[src/rtl/tiny16_pkg.sv]
package tiny16_pkg;

  localparam int INSN_W  = 16;
  localparam int FIELD_W = 4;
  localparam int IMM_W   = 8;

  localparam logic [FIELD_W-1:0] OPC_NOP   = 4'h0;
  localparam logic [FIELD_W-1:0] OPC_LOAD  = 4'h1;
  localparam logic [FIELD_W-1:0] OPC_STORE = 4'h2;
  localparam logic [FIELD_W-1:0] OPC_ADD   = 4'h3;
  localparam logic [FIELD_W-1:0] OPC_CMP   = 4'hC;
  localparam logic [FIELD_W-1:0] OPC_BEQ   = 4'hD;
  localparam logic [FIELD_W-1:0] OPC_SET   = 4'hE;

  typedef enum logic [1:0] {
    WB_IMM = 2'd0,
    WB_MEM = 2'd1,
    WB_SUM = 2'd2
  } wb_sel_e;

  typedef struct packed {
    logic [FIELD_W-1:0] fa;
    logic [FIELD_W-1:0] fb;
    logic [FIELD_W-1:0] fc;
    logic [IMM_W-1:0]   imm;
    logic               wr_req;
    logic               is_beq;
    logic               mem_we;
    logic               cmp_en;
    logic               use_off;
    wb_sel_e            wb_sel;
  } dec_t;

endpackage

[src/rtl/tiny16_rst_sync.sv]
module tiny16_rst_sync #(
  parameter int STAGES = 2
) (
  input  logic clk_i,
  input  logic rst_n_i,
  output logic rst_n_o
);

  logic [STAGES-1:0] sync_q;
  logic [STAGES-1:0] sync_d;

  always_comb begin
    sync_d = {sync_q[STAGES-2:0], 1'b1};
  end

  always_ff @(posedge clk_i or negedge rst_n_i) begin
    if (!rst_n_i) begin
      sync_q <= '0;
    end else begin
      sync_q <= sync_d;
    end
  end

  assign rst_n_o = sync_q[STAGES-1];

endmodule

[src/rtl/tiny16_decode.sv]
module tiny16_decode
  import tiny16_pkg::*;
(
  input  logic [INSN_W-1:0] insn_i,
  output dec_t              dec_o
);

  logic [FIELD_W-1:0] opc;

  assign opc = insn_i[INSN_W-1 -: FIELD_W];

  always_comb begin
    dec_o         = '0;
    dec_o.fa      = insn_i[11:8];
    dec_o.fb      = insn_i[7:4];
    dec_o.fc      = insn_i[3:0];
    dec_o.imm     = insn_i[IMM_W-1:0];
    dec_o.wb_sel  = WB_SUM;
    case (opc)
      OPC_SET: begin
        dec_o.wr_req = 1'b1;
        dec_o.wb_sel = WB_IMM;
      end
      OPC_LOAD: begin
        dec_o.wr_req = 1'b1;
        dec_o.wb_sel = WB_MEM;
      end
      OPC_STORE: begin
        dec_o.mem_we = 1'b1;
      end
      OPC_ADD: begin
        dec_o.wr_req = 1'b1;
        dec_o.wb_sel = WB_SUM;
      end
      OPC_CMP: begin
        dec_o.cmp_en = 1'b1;
      end
      OPC_BEQ: begin
        dec_o.wr_req  = 1'b1;
        dec_o.is_beq  = 1'b1;
        dec_o.use_off = 1'b1;
        dec_o.wb_sel  = WB_SUM;
      end
      default: begin
        dec_o.wr_req = 1'b0;
      end
    endcase
  end

endmodule

[src/rtl/tiny16_regfile.sv]
module tiny16_regfile #(
  parameter  int XLEN   = 16,
  parameter  int NREGS  = 16,
  parameter  int PC_IDX = 14,
  localparam int IDX_W  = $clog2(NREGS)
) (
  input  logic             clk_i,
  input  logic             rst_n_i,
  input  logic             wr_en_i,
  input  logic [IDX_W-1:0] wr_idx_i,
  input  logic [XLEN-1:0]  wr_data_i,
  input  logic [XLEN-1:0]  pc_seq_i,
  input  logic [IDX_W-1:0] fa_idx_i,
  input  logic [IDX_W-1:0] fb_idx_i,
  input  logic [IDX_W-1:0] fc_idx_i,
  output logic [XLEN-1:0]  fa_val_o,
  output logic [XLEN-1:0]  fb_val_o,
  output logic [XLEN-1:0]  fc_val_o,
  output logic [XLEN-1:0]  pc_o
);

  logic [NREGS-1:0][XLEN-1:0] rf_q;

  for (genvar i = 0; i < NREGS; i++) begin : g_reg
    logic            hit;
    logic            r_en;
    logic [XLEN-1:0] r_d;
    logic [XLEN-1:0] r_q;

    assign hit = wr_en_i && (wr_idx_i == IDX_W'(i));

    if (i == PC_IDX) begin : g_pc
      always_comb begin
        r_en = 1'b1;
        r_d  = hit ? wr_data_i : pc_seq_i;
      end
    end else begin : g_gpr
      always_comb begin
        r_en = hit;
        r_d  = wr_data_i;
      end
    end

    always_ff @(posedge clk_i or negedge rst_n_i) begin
      if (!rst_n_i) begin
        r_q <= '0;
      end else if (r_en) begin
        r_q <= r_d;
      end
    end

    assign rf_q[i] = r_q;
  end

  assign fa_val_o = rf_q[fa_idx_i];
  assign fb_val_o = rf_q[fb_idx_i];
  assign fc_val_o = rf_q[fc_idx_i];
  assign pc_o     = rf_q[PC_IDX];

endmodule

[src/rtl/tiny16_alu.sv]
module tiny16_alu #(
  parameter int XLEN = 16
) (
  input  logic [XLEN-1:0] op_a_i,
  input  logic [XLEN-1:0] op_b_i,
  output logic [XLEN-1:0] sum_o,
  output logic            eq_o
);

  assign sum_o = op_a_i + op_b_i;
  assign eq_o  = (op_a_i == op_b_i);

endmodule

[src/rtl/tiny16_core.sv]
module tiny16_core
  import tiny16_pkg::*;
#(
  parameter int XLEN       = 16,
  parameter int PC_IDX     = 14,
  parameter int RST_STAGES = 2
) (
  input  logic            clk_i,
  input  logic            rst_n_i,
  output logic [XLEN-1:0] code_addr_o,
  input  logic [XLEN-1:0] code_data_i,
  output logic [XLEN-1:0] dmem_addr_o,
  output logic [XLEN-1:0] dmem_wdata_o,
  input  logic [XLEN-1:0] dmem_rdata_i,
  output logic            dmem_we_o
);

  localparam int NREGS   = 2 ** FIELD_W;
  localparam int PC_STEP = INSN_W / 8;
  localparam int EXT_W   = XLEN - IMM_W;

  logic            rst_core_n;
  dec_t            dec;
  logic [XLEN-1:0] fa_val;
  logic [XLEN-1:0] fb_val;
  logic [XLEN-1:0] fc_val;
  logic [XLEN-1:0] pc;
  logic [XLEN-1:0] pc_seq;
  logic [XLEN-1:0] imm_zx;
  logic [XLEN-1:0] imm_sx;
  logic [XLEN-1:0] alu_a;
  logic [XLEN-1:0] alu_b;
  logic [XLEN-1:0] alu_sum;
  logic            alu_eq;
  logic [XLEN-1:0] wb_data;
  logic            wb_en;
  logic            flag_q;
  logic            flag_d;
  logic            flag_en;

  tiny16_rst_sync #(
    .STAGES (RST_STAGES)
  ) u_rst_sync (
    .clk_i   (clk_i),
    .rst_n_i (rst_n_i),
    .rst_n_o (rst_core_n)
  );

  tiny16_decode u_decode (
    .insn_i (code_data_i[INSN_W-1:0]),
    .dec_o  (dec)
  );

  tiny16_regfile #(
    .XLEN   (XLEN),
    .NREGS  (NREGS),
    .PC_IDX (PC_IDX)
  ) u_regfile (
    .clk_i     (clk_i),
    .rst_n_i   (rst_core_n),
    .wr_en_i   (wb_en),
    .wr_idx_i  (dec.fa),
    .wr_data_i (wb_data),
    .pc_seq_i  (pc_seq),
    .fa_idx_i  (dec.fa),
    .fb_idx_i  (dec.fb),
    .fc_idx_i  (dec.fc),
    .fa_val_o  (fa_val),
    .fb_val_o  (fb_val),
    .fc_val_o  (fc_val),
    .pc_o      (pc)
  );

  // Immediate forms: zero-extended for set, sign-extended byte offset for branch.
  assign imm_zx = {{EXT_W{1'b0}}, dec.imm};
  assign imm_sx = {{EXT_W{dec.imm[IMM_W-1]}}, dec.imm};
  assign pc_seq = pc + XLEN'(PC_STEP);

  // One adder serves add, compare and the branch target.
  always_comb begin
    if (dec.use_off) begin
      alu_a = fa_val;
      alu_b = imm_sx;
    end else begin
      alu_a = fb_val;
      alu_b = fc_val;
    end
  end

  tiny16_alu #(
    .XLEN (XLEN)
  ) u_alu (
    .op_a_i (alu_a),
    .op_b_i (alu_b),
    .sum_o  (alu_sum),
    .eq_o   (alu_eq)
  );

  always_comb begin
    case (dec.wb_sel)
      WB_IMM:  wb_data = imm_zx;
      WB_MEM:  wb_data = dmem_rdata_i;
      default: wb_data = alu_sum;
    endcase
    wb_en = dec.wr_req && (!dec.is_beq || flag_q);
  end

  always_comb begin
    flag_en = dec.cmp_en;
    flag_d  = alu_eq;
  end

  always_ff @(posedge clk_i or negedge rst_core_n) begin
    if (!rst_core_n) begin
      flag_q <= 1'b0;
    end else if (flag_en) begin
      flag_q <= flag_d;
    end
  end

  assign code_addr_o  = pc;
  assign dmem_addr_o  = fb_val;
  assign dmem_wdata_o = fa_val;
  assign dmem_we_o    = dec.mem_we && rst_core_n;

endmodule

[config.mk]
export PLATFORM = sky130hd
export DESIGN_NAME = tiny16_core
export DESIGN_NICKNAME = d
export VERILOG_FILES = /design/src/rtl/tiny16_pkg.sv /design/src/rtl/tiny16_rst_sync.sv /design/src/rtl/tiny16_decode.sv /design/src/rtl/tiny16_regfile.sv /design/src/rtl/tiny16_alu.sv /design/src/rtl/tiny16_core.sv
export SDC_FILE = /design/constraint.sdc
export NUM_CORES = 1
export LEC_CHECK = 0
export ABC_AREA = 1
export BUFFER_PORTS_ARGS = -buffer_cell sky130_fd_sc_hd__buf_2
export CELL_PAD_IN_SITES_DETAIL_PLACEMENT = 1
export CELL_PAD_IN_SITES_GLOBAL_PLACEMENT = 2
export CORE_MARGIN = 1.5
export CORE_UTILIZATION = 32
export DETAILED_ROUTE_END_ITERATION = 16
export PLACE_DENSITY = 0.88
export SLEW_MARGIN = 25
export SYNTH_ARGS = -nofsm -noshare
export SYNTH_HDL_FRONTEND = slang
export SYNTH_SLANG_ARGS = --single-unit
[constraint.sdc]
create_clock -name clk_i -period 7.7 [get_ports clk_i]
set_clock_uncertainty 0.05 [all_clocks]
set_input_delay 0.385 -clock clk_i [delete_from_list [all_inputs] [get_ports clk_i]]
set_output_delay 0.385 -clock clk_i [all_outputs]
set_load 0.01 [all_outputs]
==> metrics.cfg <==
[synth]
ys_ff_latch=259
ys_warn_count=0
synth_area_mm2=0.0180
synth_fp_nets=2658
ys_seq_area_share_pct=36.1
ys_types=49
postSynthAreaPerCell_um2=6.89
synth_cells=2607

[drt]
first_pass_iters=6
wl_per_cell_um=26.7
drt_iter0_drc=2345
routed_wl_um=89400
drcViolationCount=0
viasPerCell=6.03
vias=20200
drtAntennaViolNets=0

[critical_path]
crit_arrival_ns=5.60
critPathMaxFanout=20
cp-start-kind=input port
ff2ff_setup_slack_ns=3.49
crit_required_ns=8.14
critPathKind=in2reg
setup.worst_path.end_class=register

[finish]
area_growth_pct=10.6
diodes=0
fin_nets=2624
fin_area_mm2=0.0199
drive_gt1_share_pct=9.71
final_common_cell=nand2_1
post-route-util_pct=35.9
final_cell_mix=nand2_1 (604), o21ai_0 (509), dfrtp_1 (258), inv_1 (245), a21oi_1 (212)
finalNonFillerCells=3344

[run]
drv_cap=0

[sta]
final_max_slew_viol_count=0
fin_crit_sh_pct=67.0
fmax_mhz=194
rsz0062_at_grt=false
fin_crit_ns=5.16
worst_pin_slew_ns=1.12
slew_headroom_pct=25.1
finalSetupTns_ns=0
whs_ns=0.113
setup_violations=0
final_hold_viol_count=0

[clock_tree]
clock-sinks=259
cts_buffers=34
post_cts_buffers=0
h-tree-depth=2
root_buffer=clkbuf_16
cts_tree=yes
insertion_delay_ns=0.56
clk_path_buf_depth=3
clk_pin_slew_ns=0.06

[die]
die_area_mm2=0.0575
die_w_um=240
ioPinCount=83
die_y_um=240
start_util_pct=32.5
core_mm2=0.0553
rows=86

[worst_hold_path]
min_path_type=in2async

[global_route]
grt_max_degree=132
grt_pass1_wl_um=132000
antenna_found_initial=2
grt_pass1_vias=20400
grt.overflow.total=0
grt_use_total_pct=31.0

[power_and_ir_drop]
leakagePower_nw=8.93
powerDensity_mw_per_mm2=316
vdd_drop_max_v=0.000144

[status]
status=complete, no violations

[placement]
gp_congestion=0.956
dp.final_hpwl_um=56800
dp_cells=3284
placed_area_mm2=0.0187
port_buffers=82

worst max-delay path, stage by stage:
cell and delay, ns:
buf_2 0.20, nor2_1 0.16, buf_4 0.32, clkinv_1 0.90
buf_4 0.54, o22ai_1 0.17, o21ai_0 0.14, nand4_1 0.16
nor2_1 0.05, a31oi_1 0.35, ha_1 0.30, inv_1 0.08
o21ai_0 0.29, a21oi_1 0.07, o21ai_1 0.23, nand3_1 0.10
nand2_1 0.11, nor2_1 0.07, o21ai_2 0.71, nand2_1 0.14
nand2_1 0.09
routing by layer:
| metal | GRT usage, % | wire length (um) | up-vias |
|---|---|---|---|
| li1 | - | - | 8737 |
| met1 | 41.2 | 36900 | 9976 |
| met2 | 47.0 | 38500 | 1144 |
| met3 | 6.36 | 8760 | 321 |
| met4 | 17.0 | 5240 | 2 |
| met5 | 0 | 14 | - |
power breakdown:
part,switching [mW],internal [mW],total (mW)
clock network,0.671,1.04,1.71
logic,1.63,0.687,2.32
registers,0.406,1.84,2.25
total,2.71,3.56,6.27
through the flow:
stage / setup WS (ns) / power, mW
after floorplan: 3.39 / 3.65
after global placement: 2.34 / 4.40
after detailed placement: 2.20 / 4.51
after CTS: 2.76 / 6.22
after global routing: 2.25 / 6.61
final: 2.54 / 6.27
final cells by class:
type	instances	area (um^2)
fillers	7054	35500
multi-input cells	1881	9490
flip-flops and latches	259	6480
clock buffers	57	1100
inverters	277	1050
well taps	748	936
repair buffers	120	743
clock inverters	2	60.1
worst paths after layout:
check / end / depth (start not counted) / start
min in group clk_i: u_regfile.pc_o[0] / 3 / dmem_rdata_i[0]
min: u_rst_sync.sync_q[1] / 2 / rst_n_i
max: u_regfile.g_reg[5].r_q[10] / 21 / code_data_i[8]
max reg2reg: u_regfile.g_reg[5].r_q[10] / 20 / u_regfile.pc_o[1]
min reg2reg: u_regfile.g_reg[4].r_q[14] / 0 / u_rst_sync.sync_q[1]
max in group asynchronous: u_regfile.pc_o[5] / 2 / u_rst_sync.sync_q[1]
registers in the layout, summed over array words and instances, names as in the netlist:
signal / flops
u_regfile.pc_o: 16
flag_q: 1
u_rst_sync.sync_q: 2
u_regfile.g.r_q: 240
cell families after synthesis:
kind of cell,Yosys count,share of synthesized area (%)
xor+xnor,10,0.488
buf+inv,467,11.1
compound gates,935,28.7
simple gates,918,22.4
fa+ha+maj,17,1.23
flops,259,36.1
other cells,1,0.0209
synth_stat cells (all sizes together):
cell       n  area [um^2]
nand2    610         2310
o21ai    561         2880
inv      273         1030
dfrtp    259         6480
a21oi    212         1060
nand3    169          861
buf      113          661
nor2     103          619
clkbuf    77          292
o22ai     59          375
o211ai    37          278
o221ai    23          214
nand4     19          119
a22oi     18          135
a31oi     17          106
ha        16          200
nor3      12         71.3
xor2       9         78.8
clkinv     4         15.0
a211oi     2         15.0
a221oi     2         52.6
nor4       2         12.5
or4        2         15.0
a21o       1         7.51
conb       1         3.75
fa         1         20.0
nand3b     1         7.51
o2111ai    1         8.76
o21bai     1         7.51
o31ai      1         7.51
xnor2      1         8.76
what timing repair did:
action,4_1_cts,5_1_grt
hold buffers,1,0
hold endpoints to repair,2,0
resized for setup,0,0
Note: power is estimated with default switching activity, not from simulation.
